--- config.mk ---
export PLATFORM = sky130hd
export DESIGN_NAME = smbus_pec_slave
export DESIGN_NICKNAME = d
export VERILOG_FILES = /design/src/rtl/smb_pec_pkg.sv /design/src/rtl/smb_crc_serial.sv /design/src/rtl/smb_pec_seq.sv /design/src/rtl/smb_pec_judge.sv /design/src/rtl/smbus_pec_slave.sv
export SDC_FILE = /design/constraint.sdc
export NUM_CORES = 1
export LEC_CHECK = 0
export ABC_AREA = 1
export ABC_CLOCK_PERIOD_IN_PS = 2800
export BUFFER_PORTS_ARGS = -buffer_cell sky130_fd_sc_hd__clkbuf_2
export CAP_MARGIN = 20
export CORE_UTILIZATION = 40
export DETAILED_ROUTE_END_ITERATION = 10
export GPL_ROUTABILITY_DRIVEN = 1
export SLEW_MARGIN = 15
export SYNTH_ARGS = -nofsm -noshare
export SYNTH_HDL_FRONTEND = slang
export SYNTH_HIERARCHICAL = 1
export SYNTH_SLANG_ARGS = --single-unit
export TNS_END_PERCENT = 100
--- constraint.sdc ---
create_clock -name clk -period 2.8 [get_ports clk]
set_clock_uncertainty 0.2 [all_clocks]
set_input_delay 0.14 -clock clk [delete_from_list [all_inputs] [get_ports clk]]
set_output_delay 0.14 -clock clk [all_outputs]
set_load 0.02 [all_outputs]
--- src/rtl/smb_pec_pkg.sv ---
package smb_pec_pkg;
   typedef enum logic [2:0] {
      PH_IDLE,
      PH_ADDR,
      PH_DATA,
      PH_CHECK,
      PH_DONE
   } pec_phase_e;
endpackage

--- src/rtl/smb_crc_serial.sv ---
module smb_crc_serial #(
   parameter int unsigned      W    = 8,
   parameter logic [W-1:0]     POLY = 8'h07,
   parameter logic [W-1:0]     INIT = '0
) (
   input  logic         clk,
   input  logic         rst_n,
   input  logic         clr,
   input  logic         stb,
   input  logic         din,
   output logic [W-1:0] crc_nxt
);
   logic [W-1:0] crc_q;
   logic [W-1:0] shifted;
   logic         fb;

   always_comb begin
      fb      = crc_q[W-1] ^ din;
      shifted = {crc_q[W-2:0], 1'b0};
      if (stb) crc_nxt = fb ? (shifted ^ POLY) : shifted;
      else     crc_nxt = crc_q;
   end

   always_ff @(posedge clk or negedge rst_n) begin
      if (!rst_n)   crc_q <= INIT;
      else if (clr) crc_q <= INIT;
      else          crc_q <= crc_nxt;
   end
endmodule

--- src/rtl/smb_pec_seq.sv ---
module smb_pec_seq
   import smb_pec_pkg::*;
#(
   parameter int unsigned BYTE_W = 8,
   parameter int unsigned CNT_W  = 8
) (
   input  logic             clk,
   input  logic             rst_n,
   input  logic             frame_start,
   input  logic             bit_stb,
   input  logic             bit_val,
   input  logic             cnt_load,
   input  logic [CNT_W-1:0] cnt_val,
   input  logic             pec_en,
   output pec_phase_e       phase,
   output logic             slave_tx,
   output logic             enter_check,
   output logic             check_done
);
   localparam int unsigned IDX_W = (BYTE_W > 2) ? $clog2(BYTE_W) : 1;
   localparam logic [IDX_W-1:0] IDX_LAST = IDX_W'(BYTE_W - 1);
   localparam logic [CNT_W-1:0] CNT_ONE  = CNT_W'(1);

   pec_phase_e       phase_n;
   logic [IDX_W-1:0] idx_q;
   logic [CNT_W-1:0] cnt_q, cnt_n;
   logic             byte_end;
   logic             counting;

   assign counting = (phase == PH_ADDR) || (phase == PH_DATA) || (phase == PH_CHECK);
   assign byte_end = bit_stb && counting && (idx_q == IDX_LAST);

   always_comb begin
      phase_n     = phase;
      cnt_n       = cnt_q;
      enter_check = 1'b0;
      check_done  = 1'b0;
      if (frame_start) begin
         phase_n = PH_ADDR;
      end else if (byte_end) begin
         case (phase)
            PH_ADDR: begin
               if (cnt_q != '0) phase_n = PH_DATA;
               else if (pec_en) begin
                  phase_n     = PH_CHECK;
                  enter_check = 1'b1;
               end else phase_n = PH_DONE;
            end
            PH_DATA: begin
               if (cnt_q <= CNT_ONE) begin
                  cnt_n = '0;
                  if (pec_en) begin
                     phase_n     = PH_CHECK;
                     enter_check = 1'b1;
                  end else phase_n = PH_DONE;
               end else cnt_n = cnt_q - CNT_ONE;
            end
            PH_CHECK: begin
               check_done = 1'b1;
               phase_n    = PH_DONE;
            end
            default: phase_n = phase;
         endcase
      end
      if (cnt_load) cnt_n = cnt_val;
   end

   always_ff @(posedge clk or negedge rst_n) begin
      if (!rst_n) begin
         phase    <= PH_IDLE;
         cnt_q    <= '0;
         idx_q    <= '0;
         slave_tx <= 1'b0;
      end else begin
         phase <= phase_n;
         cnt_q <= cnt_n;
         if (frame_start)          idx_q <= '0;
         else if (byte_end)        idx_q <= '0;
         else if (bit_stb && counting) idx_q <= idx_q + IDX_W'(1);
         if (byte_end && phase == PH_ADDR && !frame_start) slave_tx <= bit_val;
      end
   end
endmodule

--- src/rtl/smb_pec_judge.sv ---
module smb_pec_judge #(
   parameter int unsigned W       = 8,
   parameter bit          RESIDUE = 1'b0
) (
   input  logic         clk,
   input  logic         rst_n,
   input  logic         bit_stb,
   input  logic         bit_val,
   input  logic         in_check,
   input  logic         enter_check,
   input  logic         check_done,
   input  logic         slave_tx,
   input  logic [W-1:0] crc_nxt,
   input  logic         err_clr,
   output logic         pec_phase,
   output logic         pec_bit,
   output logic         verdict_vld,
   output logic         verdict_nak,
   output logic         err_flag
);
   logic [W-1:0] snap_q;
   logic         miss_q;
   logic         mism;
   logic         rx_fail;

   generate
      if (RESIDUE) begin : g_residue
         assign mism = (crc_nxt != '0);
      end else begin : g_compare
         assign mism = miss_q | (bit_val != snap_q[W-1]);
      end
   endgenerate

   assign pec_phase = in_check && slave_tx;
   assign pec_bit   = pec_phase && snap_q[W-1];
   assign rx_fail   = check_done && !slave_tx && mism;

   always_ff @(posedge clk or negedge rst_n) begin
      if (!rst_n) begin
         snap_q      <= '0;
         miss_q      <= 1'b0;
         verdict_vld <= 1'b0;
         verdict_nak <= 1'b0;
         err_flag    <= 1'b0;
      end else begin
         if (enter_check) begin
            snap_q <= crc_nxt;
            miss_q <= 1'b0;
         end else if (in_check && bit_stb) begin
            snap_q <= {snap_q[W-2:0], 1'b0};
            miss_q <= miss_q | (bit_val != snap_q[W-1]);
         end
         verdict_vld <= check_done && !slave_tx;
         if (check_done && !slave_tx) verdict_nak <= mism;
         if (rx_fail)      err_flag <= 1'b1;
         else if (err_clr) err_flag <= 1'b0;
      end
   end
endmodule

--- src/rtl/smbus_pec_slave.sv ---
module smbus_pec_slave
   import smb_pec_pkg::*;
#(
   parameter int unsigned           BYTE_W  = 8,
   parameter logic [BYTE_W-1:0]     POLY    = 8'h07,
   parameter int unsigned           CNT_W   = 8,
   parameter bit                    RESIDUE = 1'b0
) (
   input  logic             clk,
   input  logic             rst_n,
   input  logic             pec_en,
   input  logic             crc_clr,
   input  logic             frame_start,
   input  logic             bit_stb,
   input  logic             bit_val,
   input  logic             cnt_load,
   input  logic [CNT_W-1:0] cnt_val,
   input  logic             err_clr,
   output logic             pec_phase,
   output logic             pec_bit,
   output logic             verdict_vld,
   output logic             verdict_nak,
   output logic             err_flag
);
   initial begin
      assert (BYTE_W >= 2) else $error("BYTE_W must be at least 2");
      assert (CNT_W >= 1)  else $error("CNT_W must be at least 1");
      assert (POLY[0])     else $error("POLY must have its constant term set");
   end

   logic [BYTE_W-1:0] crc_nxt;
   pec_phase_e        phase;
   logic              slave_tx, enter_check, check_done;

   smb_crc_serial #(.W(BYTE_W), .POLY(POLY), .INIT('0)) u_crc (
      .clk(clk), .rst_n(rst_n), .clr(crc_clr), .stb(bit_stb),
      .din(bit_val), .crc_nxt(crc_nxt)
   );

   smb_pec_seq #(.BYTE_W(BYTE_W), .CNT_W(CNT_W)) u_seq (
      .clk(clk), .rst_n(rst_n), .frame_start(frame_start), .bit_stb(bit_stb),
      .bit_val(bit_val), .cnt_load(cnt_load), .cnt_val(cnt_val), .pec_en(pec_en),
      .phase(phase), .slave_tx(slave_tx), .enter_check(enter_check),
      .check_done(check_done)
   );

   smb_pec_judge #(.W(BYTE_W), .RESIDUE(RESIDUE)) u_judge (
      .clk(clk), .rst_n(rst_n), .bit_stb(bit_stb), .bit_val(bit_val),
      .in_check(phase == PH_CHECK), .enter_check(enter_check),
      .check_done(check_done), .slave_tx(slave_tx), .crc_nxt(crc_nxt),
      .err_clr(err_clr), .pec_phase(pec_phase), .pec_bit(pec_bit),
      .verdict_vld(verdict_vld), .verdict_nak(verdict_nak), .err_flag(err_flag)
   );
endmodule

### After elaboration in Yosys (flattened, before gate mapping)

Cells that the tools add are included.

* mux-type cells: 32
* div/mod/pow operators: 0
* shifts and indexed selects: 0
* reductions and logical operators: 23
* multiply operators: 0
* equal/unequal tests: 7
* add/sub/neg operators: 2
* magnitude comparators: 1
* bitwise operators: 3

Operators with widths (count)
* two-way mux 8 bit: 9
* two-way mux 3 bit: 9
* two-way mux 1 bit: 12
* nonzero test 2 bit: 5
* logical AND 1 bit: 9
* one-hot mux 3 bit (3 select lines): 1
* less-or-equal comparator 8 x 1 -> 1 bit (second input constant): 1
* nonzero test 8 bit: 1
* subtractor 8 x 1 -> 8 bit (second input constant): 1
* equality test 3 x 2 -> 1 bit (second input constant): 2
* AND reduction 3 bit: 2
* nonzero test 4 bit: 1
* adder 3 x 1 -> 3 bit (second input constant): 1
* equality test 3 x 1 -> 1 bit (second input constant): 1
* equality test 3 bit (second input constant): 1
* != test 3 bit (second input constant): 1
* inverter 3 bit: 1
* nonzero test 3 bit: 1
* zero test 1 bit: 2
* logical OR 1 bit: 2
* != test 2 x 1 -> 1 bit (second input constant): 1
* one-hot mux 1 bit (2 select lines): 1
* != test 1 bit: 1
* bitwise OR 1 bit: 1
* bitwise XOR 1 bit: 1

* output and inout bits: 5
* bits in latches: 0
* bits in writable memories: 0
* ROM bits: 0
* input port bits: 17
* flip-flop bits (word level): 35
* logic and storage cells: 78
* memories kept: 0

### Longest topological paths before layout

Gate-level depths: netlist (run 1).

* depth after elaboration: 10
* depth in mapped cells: 16
* depth with buffers taken out: 15

### Cells and area by module

The synthesis (run 1) kept the hierarchy.

By module, submodules not included
* smb_pec_seq: area each 1149.9 um2, sequential area each 375.4 um2, times used 1, cells each 172
* smb_pec_judge: area each 595.6 um2, sequential area each 300.3 um2, times used 1, cells each 72
* smb_crc_serial: area each 426.7 um2, sequential area each 200.2 um2, times used 1, cells each 57
* smbus_pec_slave: area each 10.0 um2, sequential area each 0.0 um2, times used 1, cells each 2

### Worst setup path before layout (run 1)

No wires, ideal clock.

* path type: reg-to-reg
* from: reg u_seq.cnt_q[0]
* to: reg u_judge.snap_q[1]
* data arrival time: 1.622 ns
* buffers on the path: 2
* period minus slack after synthesis: 1.939 ns
* stages on the path, launching flop included: 16
* required time: 2.484 ns
* path slack: 0.861 ns
* setup time: 0.116 ns
* cells stage by stage: dfrtp_1 > inv_1 > ha_1 > buf_2 > inv_1 > nand2_1 > nand2_1 > nor2_2 > nand2_1 > nand2_1 > nand2_1 > inv_1 > buf_4 > o21ai_0 > nand2_1 > nand2_1

* word-level cells in the longest chain between the ends: 6
* elaborated cells between the ends (all ways): 9
* those cells by class: order compare (1); mux (6); reduce/logical (2)

Ends and longest elaborated chain
* start, declared: RTL line smb_pec_seq.sv:26 `logic [CNT_W-1:0] cnt_q, cnt_n;`
* start signal, assigned: RTL line smb_pec_seq.sv:76 `cnt_q <= cnt_n;`
* less-or-equal comparator 8 x 1 -> 1 bit or nonzero test 8 bit (tied branches): RTL line smb_pec_seq.sv:50, smb_pec_seq.sv:43
* two-way mux 1 bit, on equally long branches: RTL line smb_pec_seq.sv:50, smb_pec_seq.sv:43
* one-hot mux 1 bit (2 select lines) (*): RTL line smb_pec_seq.sv:41 `case (phase)`
* two-way mux 1 bit (*): RTL line smb_pec_seq.sv:40 `end else if (byte_end) begin`
* two-way mux 1 bit (*): RTL line smb_pec_seq.sv:38 `if (frame_start) begin`
* net enter_check: RTL line smbus_pec_slave.sv:33 `logic slave_tx, enter_check, check_done;`
* two-way mux 8 bit or nonzero test 2 bit (tied branches)
* end signal, assigned: RTL line smb_pec_judge.sv:47 `snap_q <= crc_nxt;`
* end signal, assigned: RTL line smb_pec_judge.sv:50 `snap_q <= {snap_q[W-2:0], 1'b0};`
* end, declared: RTL line smb_pec_judge.sv:21 `logic [W-1:0] snap_q;`

The timed path passes the listed nets; every way through them passes the cells marked *.
A chain may end at the register's enable or synchronous reset.

### Worst setup path after layout (run 1)

* from: reg u_seq.cnt_q[0]
* to: reg u_judge.snap_q[7]

Same word-level chain as after synthesis.

==> results of run 1 <==
## cells in the mapped netlist
cell	number	share of area [%]
nand2_1	127	22
dfrtp_1	35	40
inv_1	32	5.5
nand3_1	15	3.4
nand2_2	12	3.4
nor2_1	11	1.9
nand4_1	8	2.3
a21oi_1	7	1.6
o21ai_1	7	1.6
o21ai_0	6	1.4
nand3_2	5	2.3
nor2_4	5	2.6
ha_1	4	2.3
inv_2	4	0.69
nor2_2	4	1.1
nand2_4	3	1.5
buf_2	2	0.46
inv_4	2	0.57
o21ai_2	2	0.80
a21oi_2	1	0.40
and2_1	1	0.29
buf_1	1	0.17
buf_4	1	0.34
buf_6	1	0.52
inv_6	1	0.40
nand3_4	1	0.80
nand3b_1	1	0.34
nor3_1	1	0.23
nor4_1	1	0.29
o22ai_1	1	0.29
xor2_1	1	0.40
## metrics by stage
step / setup WS, ns / std cells / power [mW]
final: 0.450 / 409 / 1.36
after global routing: 0.164 / 409 / 1.46
after CTS: 0.445 / 409 / 1.38
after detailed placement: 0.453 / 389 / 1.00
after global placement: 0.510 / 389 / 0.999
after floorplan: 0.861 / 303 / 0.912
## state kept, by name, summed over array words and instances (netlist names)
signal,flops
u_crc/crc_q,8
u_seq/slave_tx,1
u_judge/verdict_nak,1
u_seq/cnt_q,8
u_seq/idx_q,3
u_judge/snap_q,8
u_judge/miss_q,1
u_judge/err_flag,1
u_judge/verdict_vld,1
u_seq/phase,3
## worst paths after layout
kind	cells past startpoint	slack, ns	end
max	15	0.45	u_judge/snap_q[7]
min	5	0.03	u_seq/phase[0]
max reg2reg	15	0.45	u_judge/snap_q[7]
min reg2reg	2	0.28	u_judge/err_flag
max in group asynchronous	2	1.56	u_judge/snap_q[0]
min in group asynchronous	2	0.30	u_seq/idx_q[2]
## metal layers
layer	global-route usage, %	vias up
met5	0	-
met4	5.97	0
met3	3.97	5
met2	28.1	22
met1	22.6	826
li1	-	1016
## worst max-delay path, stage by stage (launching register included)
cell     delay [ns]
dfrtp_1        0.41
inv_1          0.14
ha_1           0.32
inv_1          0.07
nand2_1        0.06
nand2_1        0.05
nor2_2         0.14
nand2_1        0.07
nand2_1        0.06
nand2_1        0.05
inv_1          0.24
inv_2          0.14
nand2_4        0.12
inv_4          0.06
nand2_2        0.06
nand3_2        0.05
## cell type report
| cell class | instances | share of cell area (%) |
|---|---|---|
| timing repair buffer | 33 | 8.84 |
| sequential | 35 | 34.4 |
| clock buffer | 6 | 2.85 |
| inverter | 39 | 6.14 |
| tap | 70 | 3.44 |
| multi-input combinational | 224 | 43.9 |
| clock inverter | 2 | 0.491 |
## logic make-up (layout without fill, tap and decap cells)
group | count (synthesis) | count (layout)
simple gates | 195 | 195
flops | 35 | 35
buf+inv | 44 | 80
xor+xnor | 1 | 1
compound gates | 24 | 24
fa+ha+maj | 4 | 4
## cells in the final DEF, fill, tap and decap left out, types with 5 or more instances in the layout
| master | Yosys | routed |
|---|---|---|
| dfrtp_1 | 35 | 35 |
| o21ai_0 | 6 | 6 |
| nand2_1 | 127 | 127 |
| inv_1 | 32 | 32 |
| dlygate4sd3_1 | 0 | 12 |
| nand4_1 | 8 | 8 |
| nand3_1 | 15 | 15 |
| clkbuf_8 | 0 | 5 |
| clkbuf_2 | 0 | 21 |
| nand3_2 | 5 | 5 |
| a21oi_1 | 7 | 7 |
| o21ai_1 | 7 | 7 |
| nor2_1 | 11 | 11 |
| nor2_4 | 5 | 5 |
| nand2_2 | 12 | 12 |
## power by group through the flow
stage / clock (mW) / combinational, mW / sequential [mW]
finish: 0.355 / 0.355 / 0.647
global route: 0.394 / 0.412 / 0.657
CTS: 0.372 / 0.360 / 0.647
detailed placement: 0 / 0.347 / 0.655
global placement: 0 / 0.343 / 0.657
floorplan: 0 / 0.274 / 0.639
==> flow_summary.ini, run 1 <==
[logic_synthesis]
syn_area_um2 = 2180
synth_warnings = 6
syn_area_per_cell_um2 = 7.20
ys_seq_elements = 35
synth_fp_nets = 324
synth_seq_area_share_pct = 40.1
synth_cell_types = 31
synthMuxAreaShare_pct = 0
synthAdderAreaFrac_pct = 2.29
synth-compound-area-share_pct = 6.08
synth-xor-area-share_pct = 0.401
synth_cells = 303
synth-simple-area-share_pct = 42.4
synth_top_family_by_area = simple AND/OR/NAND/NOR gates

[setup_path]
r2r_start = u_seq/cnt_q[0]
cp.arrival_ns = 2.32
worstSetupStartpointType = register
cp_max_fo = 11
crit_start = u_seq/cnt_q[0]
end_kind = register
worstSetupPathType = register to register
worstPathRequired_ns = 2.77

[timing]
fin_tns_setup_ns = 0
min_period_over_period_pct = 83.9
rsz0062_at_grt = no
slew_viol_final = 0
holdWs_ns = 0.0279
slew_headroom_pct = 42.8
finalHoldViolations = 0
setup_viol = 0
fmax_ghz = 0.426
period_minus_slack_ns = 2.35
tightestPinTransition_ns = 0.857

[power_and_ir_drop]
vdd_drop_max_uv = 210
power_density_nw_per_um2 = 533
p_comb_share_pct = 26.2
seq_power_share_pct = 47.7
p_int_mw = 0.890
p_sw_mw = 0.467
netSwitchingFraction_pct = 34.4
clockPowerShare_pct = 26.1
total_leakage_power_nw = 1.39

[worst_hold_path]
hold_path.startpoint = pec_en
min_path_type = input port to register

[die]
fp-row-count = 26
die-height_um = 75.9
io_pins = 22
fp.dieArea_um2 = 5750
fp.dieW_um = 75.9
core_area_um2 = 5170
start_util_pct = 42.2

[global_routing]
grt_antenna_before_repair = 0
gr-total-overflow = 0
grt_pass1_wl_um = 7420
grt_pass1_vias = 1712
grt_max_degree = 36
grt_usage_pct = 17.3

[routing]
dr_wl_met3_um = 120
routed_via_density = 4.57
dr.max_layer_used = met4
wl_um = 4410
met2_length_um = 2030
postRouteAntennaNets = 0
vias = 1869
wl_per_cell_um = 10.8
wl_met1_um = 2210
drc = 0
drtPass1Iterations = 4
first_iter_violations = 65

[cts]
cts.sinks = 35
cts_tree = built
clock_tree.root_cell = clkbuf_8
htreeDepth = 2
ctsHoldBuffers = 12
cts_setup_buffers = 0
clock_path_buffers = 2
cts_resized = 0
clock_latency_ns = 0.29
numCtsBuffers = 5
clk_pin_slew_ns = 0.07

[placement]
io_buffers = 21
dpl.hpwl_um = 3300
gp_congestion = 0.893
placed_cell_area_um2 = 2340

[final_layout]
layout-drive-gt1-share_pct = 20.1
fin_nets = 359
seqCellArea_um2 = 876
syn2layout_area_growth_pct = 16.7
design_area_um2 = 2550
n_antenna_cell = 0
multi_input_area_um2 = 1120
nFillCells = 527
final_core_util_pct = 49.3

[job]
maxCapViolCount = 0

[status]
status = completed
Power figures use the tool's default switching activity.
==> run 2, diff against run 1 <==
--- a/config.mk
+++ b/config.mk
@@ -6,7 +6,7 @@
 export NUM_CORES = 1
 export LEC_CHECK = 0
 export ABC_AREA = 1
-export ABC_CLOCK_PERIOD_IN_PS = 2800
+export ABC_CLOCK_PERIOD_IN_PS = 1900
 export BUFFER_PORTS_ARGS = -buffer_cell sky130_fd_sc_hd__clkbuf_2
 export CAP_MARGIN = 20
 export CORE_UTILIZATION = 40
==> constraint.sdc (replaced) <==
create_clock -name clk -period 1.9 [get_ports clk]
set_clock_uncertainty 0.2 [all_clocks]
set_input_delay 0.095 -clock clk [delete_from_list [all_inputs] [get_ports clk]]
set_output_delay 0.095 -clock clk [all_outputs]
set_load 0.02 [all_outputs]
==> run 2 against run 1 <==
- global-route usage is 0.80 points higher
- count of clock-buffer cells in the layout decreased by 1
- via count grew 6.0%
- utilization increased by 5.1 points
- worst hold slack lost 0.016 ns
- critical path depth decreased by 10
- final area grew 10%
- highest routed layer unchanged
==> flow_summary.ini, run 2 (synthesis gave the netlist of run 1 again) <==
[global_routing]
gr-total-overflow = 0
grt_max_degree = 36
grt_pass1_wl_um = 7680
grt_pass1_vias = 1763
grt_antenna_before_repair = 0
grt_usage_pct = 18.1

[final_layout]
instances_no_fill = 430
layout_commonest_cell = nand2_1
syn2layout_area_growth_pct = 28.8
n_antenna_cell = 0
layout_common_cells = nand2_1, dfrtp_1, inv_1, clkbuf_2, buf_4
seqCellArea_um2 = 878
multi_input_area_um2 = 1150
layout-drive-gt1-share_pct = 27.2
fin_nets = 380
design_area_um2 = 2810
largest_registers = u_crc/crc_q x8, u_judge/snap_q x8, u_seq/cnt_q x8
nFillCells = 500

[power_and_ir_drop]
power_density_nw_per_um2 = 850
netSwitchingFraction_pct = 30.6
seq_power_share_pct = 39.2
p_int_mw = 1.66
vdd_drop_max_uv = 470
p_comb_share_pct = 26.7
clockPowerShare_pct = 34.0
p_sw_mw = 0.732
total_leakage_power_nw = 1.51

[routing]
first_iter_violations = 97
drc = 0
wl_um = 4660
routed_via_density = 4.61
wl_per_cell_um = 10.8
postRouteAntennaNets = 0
drtPass1Iterations = 4
vias = 1981

[die]
core_area_um2 = 5170
io_pins = 22
start_util_pct = 42.2
die-height_um = 75.9
fp-row-count = 26
fp.dieW_um = 75.9
fp.dieArea_um2 = 5750

[timing]
tightestPinTransition_ns = 0.454
min_period_over_period_pct = 95.4
setup_viol = 0
finalHoldViolations = 0
slew_headroom_pct = 69.8
slew_viol_final = 0
rsz0062_at_grt = yes
fmax_ghz = 0.551
period_minus_slack_ns = 1.81
fin_tns_setup_ns = 0

[setup_path]
cp_max_fo = 6
slowest_stage = dfrtp_1
cp_slowest_stage_delay_ns = 0.48
worstSetupStartpointType = register
cpMostUsedCell = nand2_1
worstSetupPathType = register to output pin
cp.arrival_ns = 1.52
worstPathRequired_ns = 1.60
end_kind = output pin
worstPathCellList = nand2_1, nor2_2, nand2_1, nor2_1, clkbuf_2

[cts]
clock_latency_ns = 0.29
clock_tree.root_cell = clkbuf_8
clk_pin_slew_ns = 0.08
cts.sinks = 35
htreeDepth = 2
cts_tree = built
clock_path_buffers = 2
numCtsBuffers = 5

[placement]
place_inst = 402
placed_cell_area_um2 = 2450
io_buffers = 21
gp_congestion = 0.833
dpl.hpwl_um = 3370

[worst_hold_path]
min_path_type = input port to register

[status]
status = completed

[job]
maxCapViolCount = 0
-- run 2: cell type report --
| cell class | instances | share of cell area (%) |
|---|---|---|
| clock buffers | 5 | 2.45 |
| inverters | 39 | 5.65 |
| flip-flops and latches | 35 | 31.2 |
| repair buffers | 54 | 14.2 |
| well taps | 70 | 3.12 |
| clock inverters | 3 | 2.40 |
| multi-input cells | 224 | 40.9 |
-- run 2: worst paths after layout --
check | slack (ns) | startpoint | to | cells after the start
setup / recovery | 0.09 | u_seq/phase[1] | pec_bit | 5
setup reg to reg | 0.09 | u_seq/phase[0] | u_judge/snap_q[1] | 11
max in group asynchronous | 0.99 | rst_n | u_seq/phase[0] | 3
hold / removal | 0.01 | cnt_load | u_seq/cnt_q[7] | 3
hold reg to reg | 0.28 | u_judge/snap_q[3] | u_judge/snap_q[3] | 2
min in group asynchronous | 0.17 | rst_n | u_seq/phase[1] | 3
-- run 2: through the flow --
step	hold WS, ns	setup WS, ns	power, mW	utilization (%)
finish	0.0120	0.0865	2.39	54.4
global route	0.0442	-0.0369	2.55	54.4
CTS	0.0193	0.0282	2.37	52.8
detailed placement	-0.0324	-0.0173	1.52	47.4
global placement	-0.0360	0.0418	1.51	47.4
floorplan	-0.401	0.000145	1.35	-
-- run 2: timing repair --
item                                    4_1_cts  5_1_grt
endpoints found under the hold margin        55        0
endpoints found under the setup margin        7       10
setup buffers                                 0        6
resized for setup                             2       10
hold buffers                                 14        0
pin swaps                                     0        4
-- run 2: worst max-delay path: cells and delay by family, from the launching register on --
kind,cells,cell delay [ns]
simple gates,4,0.58
flops,1,0.48
buf+inv,1,0.17
-- run 2: per-layer routing --
layer	wire length (um)	track usage, %	up-vias
met1	2340	23.6	899
li1	-	-	1055
met5	0	0	-
met2	2140	28.7	23
met3	113	4.76	4
met4	59	6.79	0
-- run 2: power groups by stage --
stage	Sequential (mW)	Combinational (mW)	Clock (mW)
after floorplan	0.942	0.406	0
after global placement	0.948	0.564	0
after detailed placement	0.947	0.570	0
after CTS	0.934	0.597	0.838
after global routing	0.951	0.731	0.872
final	0.937	0.639	0.813
==> run 3, diff against run 2 <==
--- a/config.mk
+++ b/config.mk
@@ -15,6 +15,5 @@
 export SLEW_MARGIN = 15
 export SYNTH_ARGS = -nofsm -noshare
 export SYNTH_HDL_FRONTEND = slang
-export SYNTH_HIERARCHICAL = 1
 export SYNTH_SLANG_ARGS = --single-unit
 export TNS_END_PERCENT = 100
==> run 3 against run 2 <==
- die area shrank 6.7%
- global-route usage shrank 0.40 points
- routed wire length shrank 5.1%
- critical path depth grew 4
==> flow_summary.ini, run 3 <==
[placement]
place_inst = 359
io_buffers = 21
dpl.hpwl_um = 3140
gp_congestion = 0.803

[final_layout]
layout_common_cells = nand2_1, nand3_1, dfrtp_1, inv_1, clkbuf_2
layout_commonest_cell = nand2_1
layout-drive-gt1-share_pct = 19.1
fin_nets = 340
nFillCells = 510
instances_no_fill = 386
syn2layout_area_growth_pct = 23.3
n_antenna_cell = 0
final_core_util_pct = 52.0
largest_registers = u_crc.crc_q x8, u_judge.snap_q x8, u_seq.cnt_q x8

[logic_synthesis]
synth_fp_nets = 296
ys.flop_type = dfrtp_1
ys_seq_elements = 35
syn_area_um2 = 2030
synth_cells = 274
ys_async_sr_fraction_pct = 100
synth_warnings = 0
synth_edf_count = 0
synth_most_common_cell = nand2_1
synth_area_leader_cell = dfrtp_1
synth_cell_types = 29
syn_area_per_cell_um2 = 7.42
synth.area.top_cells = dfrtp_1, nand2_1, nand3_1, inv_1, nor2_1
synthTopCellsByCount = nand2_1, nand3_1, dfrtp_1
synth_top_cell_area_share_pct = 43.1
synth_seq_area_share_pct = 43.1

[cts]
cts.sinks = 35
clock_latency_ns = 0.28
cts_tree = built
numCtsBuffers = 5
clock_tree.root_cell = clkbuf_8
clock_path_buffers = 2
htreeDepth = 2
clk_pin_slew_ns = 0.07

[global_routing]
grt_pass1_vias = 1653
grt_pass1_wl_um = 7380
gr-total-overflow = 0
grt_usage_pct = 17.7
grt_antenna_before_repair = 0
grt_max_degree = 36

[worst_hold_path]
min_path_type = input port to register

[power_and_ir_drop]
p_comb_share_pct = 16.8
power_density_nw_per_um2 = 642
p_sw_mw = 0.458
total_leakage_power_nw = 1.34
clockPowerShare_pct = 31.7
vdd_drop_max_uv = 441
p_total_mw = 1.61
seq_power_share_pct = 51.5
p_int_mw = 1.15
netSwitchingFraction_pct = 28.5

[routing]
wl_um = 4420
wl_per_cell_um = 11.4
first_iter_violations = 146
routed_via_density = 4.68
postRouteAntennaNets = 0
vias = 1808
drtPass1Iterations = 4
drc = 0

[timing]
finalHoldViolations = 0
tightestPinTransition_ns = 0.452
fmax_ghz = 0.553
slew_viol_final = 0
min_period_over_period_pct = 95.1
period_minus_slack_ns = 1.81
fin_tns_setup_ns = 0
holdWs_ns = 0.0300
setup_viol = 0
slew_headroom_pct = 69.9

[setup_path]
cp_max_fo = 9
worstPathRequired_ns = 1.87
worstSetupStartpointType = register
cp.arrival_ns = 1.78
worstSetupPathType = register to register
end_kind = register

[die]
fp-row-count = 25
start_util_pct = 42.2
core_area_um2 = 4820
io_pins = 22
fp.dieW_um = 73.3
fp.dieArea_um2 = 5370
die-height_um = 73.3

[job]
maxCapViolCount = 0

[status]
status = completed
run 3: changes by cell type in the layout (fill, tap and decap cells not counted), sizes merged, moves of 3 or more:
cell,delta
nand4,-3
nand2,-40
nand3,+17
buf,-15
a21oi,-6
inv,-7
nor2,+5
run 3: final cells by class:
type	instances	area, um^2	share of cell area, %
clock inverter	1	5.00	0.200
inverter	33	124	4.94
sequential	35	877	35.0
multi-input combinational	203	1050	42.1
timing repair buffer	40	285	11.4
tap	67	83.8	3.34
clock buffer	7	76.3	3.05
run 3: final timing paths:
| path | depth (start not counted) | startpoint | slack [ns] | end |
|---|---|---|---|---|
| worst max-delay path | 9 | u_seq.cnt_q[0] | 0.09 | u_judge.snap_q[3] |
| worst min-delay path | 3 | cnt_load | 0.03 | u_seq.cnt_q[6] |
| worst max register to register | 9 | u_seq.cnt_q[0] | 0.09 | u_judge.snap_q[3] |
| worst min register to register | 2 | u_judge.verdict_nak | 0.27 | u_judge.verdict_nak |
| max in group asynchronous | 3 | rst_n | 0.97 | u_seq.phase[1] |
| min in group asynchronous | 3 | rst_n | 0.19 | u_seq.idx_q[2] |
run 3: critical path, stage by stage (launching register included):
cell	delay (ns)
dfrtp_1	0.40
inv_1	0.11
ha_1	0.15
nand2_1	0.07
nor2_1	0.16
nand3_1	0.20
nand2_8	0.17
nand3_1	0.10
nand2_1	0.09
nand2_1	0.05
run 3: cell families after synthesis:
group           share of synthesized area, %
compound gates                          4.99
xor+xnor                                1.29
fa+ha+maj                               3.08
buf+inv                                 7.63
flops                                   43.1
mux                                    0.985
simple gates                            38.9
run 3: power groups by stage:
stage	Clock [mW]	Sequential (mW)	Combinational, mW
floorplan	0	0.829	0.175
global placement	0	0.841	0.239
detailed placement	0	0.842	0.242
CTS	0.538	0.828	0.266
global route	0.572	0.836	0.310
finish	0.509	0.828	0.271
run 3: timing repair:
item / CTS / global route
setup endpoints to repair: 0 / 17
gates resized for setup: 0 / 9
hold endpoints to repair: 56 / 0
setup buffers: 0 / 2
hold buffers: 15 / 0
run 3: routing by layer:
layer | GRT usage [%] | wire [um]
met1 | 25.2 | 2240
met2 | 27.1 | 1970
met3 | 3.57 | 184
met5 | 0 | 0
met4 | 5.45 | 28
run 3: per-stage QoR:
step,cell area (um^2),setup WS (ns)
after floorplan,2030,0.140
after global placement,2200,0.102
after detailed placement,2200,0.0630
after CTS,2440,0.0541
after global routing,2510,-0.0120
final,2510,0.0930
